<file path="src/rtl/sram_strobe_ctrl.sv">
`timescale 1ns/1ps
module sram_strobe_ctrl #(
  parameter int ADDR_W     = 17,
  parameter int DATA_W     = 8,
  parameter int CLK_NS     = 5,
  parameter int T_RC_NS    = 45,
  parameter int T_AA_NS    = 45,
  parameter int T_DOE_NS   = 22,
  parameter int T_WC_NS    = 45,
  parameter int T_PWE_NS   = 35,
  parameter int T_AW_NS    = 35,
  parameter int T_SD_NS    = 25,
  parameter int T_HZOE_NS  = 18,
  parameter int T_HZWE_NS  = 18,
  parameter int T_PWRUP_NS = 200000
) (
  input  logic              clk,
  input  logic              rst_n,
  input  logic              req_valid,
  input  logic              req_write,
  input  logic [ADDR_W-1:0] req_addr,
  input  logic [DATA_W-1:0] req_wdata,
  output logic              req_ready,
  output logic              rsp_valid,
  output logic [DATA_W-1:0] rsp_rdata,
  output logic              mem_ce_n,
  output logic              mem_ce,
  output logic              mem_we_n,
  output logic              mem_oe_n,
  output logic [ADDR_W-1:0] mem_addr,
  output logic [DATA_W-1:0] mem_dq_out,
  output logic              mem_dq_oe,
  input  logic [DATA_W-1:0] mem_dq_in
);

  function automatic int ns2cyc(input int ns);
    int c;
    c = (ns + CLK_NS - 1) / CLK_NS;
    return (c < 1) ? 1 : c;
  endfunction

  function automatic int imax(input int a, input int b);
    return (a > b) ? a : b;
  endfunction

  localparam int N_RD  = imax(imax(ns2cyc(T_AA_NS), ns2cyc(T_RC_NS)), ns2cyc(T_DOE_NS));
  localparam int N_REL = imax(ns2cyc(T_HZWE_NS), ns2cyc(T_HZOE_NS));
  localparam int N_WL  = imax(imax(ns2cyc(T_PWE_NS), ns2cyc(T_AW_NS)),
                              imax(N_REL + ns2cyc(T_SD_NS), ns2cyc(T_WC_NS) - 1));
  localparam int N_PWR = ns2cyc(T_PWRUP_NS);
  localparam int N_MAX = imax(N_PWR, imax(N_RD, N_WL));
  localparam int CNT_W = $clog2(N_MAX + 1);

  localparam logic [CNT_W-1:0] RD_LAST  = CNT_W'(N_RD - 1);
  localparam logic [CNT_W-1:0] WL_LAST  = CNT_W'(N_WL - 1);
  localparam logic [CNT_W-1:0] PWR_LAST = CNT_W'(N_PWR - 1);
  localparam logic [CNT_W-1:0] REL_CNT  = CNT_W'(N_REL);

  typedef enum logic [4:0] {
    S_PWR   = 5'b00001,
    S_IDLE  = 5'b00010,
    S_READ  = 5'b00100,
    S_WRITE = 5'b01000,
    S_WREC  = 5'b10000
  } state_t;

  state_t            state;
  logic [CNT_W-1:0]  cnt;
  logic [ADDR_W-1:0] addr_q;
  logic [DATA_W-1:0] wdata_q;
  logic [DATA_W-1:0] rdata_q;
  logic              rsp_q;

  always_ff @(posedge clk or negedge rst_n) begin
    if (!rst_n) begin
      state   <= S_PWR;
      cnt     <= '0;
      addr_q  <= '0;
      wdata_q <= '0;
      rdata_q <= '0;
      rsp_q   <= 1'b0;
    end else begin
      rsp_q <= 1'b0;
      cnt   <= cnt + 1'b1;
      case (state)
        S_PWR: if (cnt == PWR_LAST) begin
          state <= S_IDLE;
          cnt   <= '0;
        end
        S_IDLE: begin
          cnt <= '0;
          if (req_valid) begin
            addr_q <= req_addr;
            if (req_write) begin
              wdata_q <= req_wdata;
              state   <= S_WRITE;
            end else begin
              state <= S_READ;
            end
          end
        end
        S_READ: if (cnt == RD_LAST) begin
          rdata_q <= mem_dq_in;
          rsp_q   <= 1'b1;
          state   <= S_IDLE;
          cnt     <= '0;
        end
        S_WRITE: if (cnt == WL_LAST) begin
          state <= S_WREC;
          cnt   <= '0;
        end
        S_WREC: begin
          state <= S_IDLE;
          cnt   <= '0;
        end
        default: begin
          state <= S_IDLE;
          cnt   <= '0;
        end
      endcase
    end
  end

  assign req_ready  = (state == S_IDLE);
  assign rsp_valid  = rsp_q;
  assign rsp_rdata  = rdata_q;
  assign mem_ce     = (state != S_PWR);
  assign mem_ce_n   = !(state inside {S_READ, S_WRITE, S_WREC});
  assign mem_we_n   = (state != S_WRITE);
  assign mem_oe_n   = (state != S_READ);
  assign mem_addr   = addr_q;
  assign mem_dq_out = wdata_q;
  assign mem_dq_oe  = (state == S_WRITE && cnt >= REL_CNT) || (state == S_WREC);

endmodule

</file>
<file path="config.mk">
export PLATFORM = sky130hd
export DESIGN_NAME = sram_strobe_ctrl
export DESIGN_NICKNAME = d
export VERILOG_FILES = /design/src/rtl/sram_strobe_ctrl.sv
export SDC_FILE = /design/constraint.sdc
export NUM_CORES = 1
export LEC_CHECK = 0
export BUFFER_PORTS_ARGS = -buffer_cell sky130_fd_sc_hd__buf_2
export CORE_MARGIN = 4
export CORE_UTILIZATION = 45
export DETAILED_ROUTE_END_ITERATION = 16
export GPL_ROUTABILITY_DRIVEN = 0
export MAX_ROUTING_LAYER = met4
export PLACE_DENSITY = 0.71
export SETUP_SLACK_MARGIN = 0.05
export SLEW_MARGIN = 20
export SYNTH_ARGS = -nofsm -noshare
export SYNTH_HDL_FRONTEND = slang
export SYNTH_SLANG_ARGS = --single-unit
</file>
<file path="constraint.sdc">
create_clock -name clk -period 2.43 [get_ports clk]
set_clock_uncertainty 0.15 [all_clocks]
set_input_delay 0.486 -clock clk [delete_from_list [all_inputs] [get_ports clk]]
set_output_delay 0.486 -clock clk [all_outputs]
set_load 0.1 [all_outputs]
</file>
==> results.cfg <==
[status]
status = complete, but fails checks
violations = setup timing

[synthesis]
netlist_instances = 190
synth.most_common_cell = dfrtp_1
synth.top_cell.area_share_pct = 52.1
ys.warnings.count = 0
synth-async-reset-ratio_pct = 100
yosysSeqAreaShare_pct = 53.1
synthFlopType = dfrtp_1
synth_commonest_cells = 54 x dfrtp_1, 19 x nor2_1, 17 x mux2_4
yosysUniqueCellTypes = 41
synth-edff-count = 0
synth_area_leader_cell = dfrtp_1
netlist_area_um2 = 2590
syn_nets = 229
synth-seq-cells = 55
syn_area_per_cell_um2 = 13.7
yosys-top-cells-area = dfrtp_1 52%, mux2_4 9.8%, mux2_2 6.9%

[clock_network]
cts_tree = built
path_clk_slew_ns = 0.09
numCtsBuffers = 5
cts.root.buffer_cell = clkbuf_8
cts.path.max_buffers = 2
worstSkewPairLatency_ns = 0.30
clock-sinks = 55
h-tree-depth = 2

[grt]
grtUsageTotal_pct = 15.9
antenna_found_initial = 0
grt_max_degree = 27
grt_pass1_wl_mm = 8.91
overflow = 0
grt_pass1_vias = 1871

[critical_path]
crit_fanout = 2
r2r_setup_slack_ns = 0.43
cp.required_ns = 1.79
reg2reg_from = cnt[0]
endpoint_kind = output pin
cp-start-kind = flop
rr_worst_depth = 5
crit_arrival_ns = 1.84
regToRegEndpoint = cnt[11]
path_class = flop to output pin

[routing]
wire_per_inst_um = 14.2
ant_nets = 0
routed_wl_mm = 5.06
dr.pass1.iters = 4
first_iter_violations = 67
drc = 0
dr_total_vias = 1762
vias_per_cell = 4.95

[floorplan]
core_area_um2 = 5540
start_util_pct = 46.8
num_io_pins = 77
die_x_um = 83.9
die_h_um = 83.9
row_count = 27
die_area_um2 = 7050

[timing]
post-route-min-period_ns = 2.48
fin_crit_sh_pct = 102
rsz0062_at_grt = yes
finalSetupViolations = 1
slew_viol_final = 0
setup_ws_ns = -0.0492
slew_headroom_pct = 67.4
totalNegativeSetupSlack_ns = -0.0492
fmax_mhz = 403
finalHoldViolCount = 0
worst_pin_slew_ns = 0.493
finalHoldWorstSlack_ns = 0.250

[placed_design]
io_buffers = 76
dpl.hpwl_mm = 3.79
place_inst = 346

[final_layout]
area_growth_pct = 27.6
drive_above_1_share_pct = 53.5
post-route-util_pct = 59.8
layout.cells.non_filler = 356
nets = 322
antenna_cells = 0

[hold_path]
min_path_cells = 2
holdPathEnd = state[2]
hold_path.startpoint = req_write
hp-class = primary input to flop

[flow_run]
maxCapViolCount = 0
==> per-stage QoR <==
stage | setup WS (ns) | area [um^2]
after global placement | 0.0454 | 3160
after global routing | -0.152 | 3310
after floorplan | -0.310 | 2620
final | -0.0492 | 3310
after detailed placement | 0.0522 | 3160
after CTS | -0.0754 | 3300
==> routing by layer <==
| metal | routed length (um) | track usage, % |
|---|---|---|
| met1 | 2460 | 21.8 |
| met2 | 2280 | 23.9 |
| met3 | 279 | 4.15 |
| met4 | 42 | 3.51 |
| met5 | 0 | - |
==> logic make-up (layout without fill, tap and decap cells) <==
family / Yosys count / in the layout / synth area share, %
AOI/OAI and AO/OA: 13 / 13 / 3.91
xor gates and xnor gates: 14 / 14 / 4.73
adders and majority gates: 2 / 2 / 0.964
buffers and inverters: 9 / 103 / 2.89
DFF: 55 / 55 / 53.1
muxes: 33 / 33 / 16.8
and+or+nand+nor: 64 / 64 / 17.6
==> flip-flops by register name (all words and copies together) (netlist names) <==
register / count
cnt: 16
rsp_valid: 1
mem_addr: 17
state: 5
rsp_rdata: 8
mem_dq_out: 8
==> repair_timing <==
item / CTS / global route
buffers inserted: 1 / 0
pin swaps: 4 / 1
endpoints found under the setup margin: 2 / 4
hold buffers: 1 / 0
resized for setup: 7 / 4
hold endpoints to repair: 15 / 0
==> worst max path at each step <==
stage	start	endpoint	slack [ns]	cells past startpoint
after floorplan	state[3]	mem_ce_n	-0.31	3
after global placement	cnt[6]	mem_dq_oe	0.05	6
after detailed placement	cnt[6]	mem_dq_oe	0.05	6
after CTS	cnt[15]	mem_dq_oe	-0.08	6
after global routing	cnt[15]	mem_dq_oe	-0.15	6
final	cnt[15]	mem_dq_oe	-0.05	6
==> cells in the final DEF, fill, tap and decap left out, drive strengths merged, types with 2 or more instances in the layout <==
master,instances
ha,2
o21ai,5
nand3,7
or3,2
xor2,13
nor3,3
clkbuf,10
nand2b,2
and2,2
inv,3
a21oi,2
nor4,2
nand2,8
and3,2
dfrtp,54
mux2,33
and4,5
nand4,6
buf,88
nor2,20
==> critical path: stages, from the launching register on <==
cell,delay [ns]
dfrtp_1,0.42
nor4_4,0.30
nand2_1,0.13
o311ai_2,0.28
buf_4,0.16
a2111oi_4,0.06
buf_6,0.19
==> cell type report <==
type                       count  area [um^2]
fill                         474         2230
sequential                    55         1380
tap                           72         90.1
inverter                       3         11.3
clock buffer                   7         96.3
timing repair buffer          92          544
multi-input combinational    126         1180
clock inverter                 1         7.51
Power is left out: the tool's default activity adds up to more than one toggle a clock period on the data nets, which glitch-free logic cannot reach.
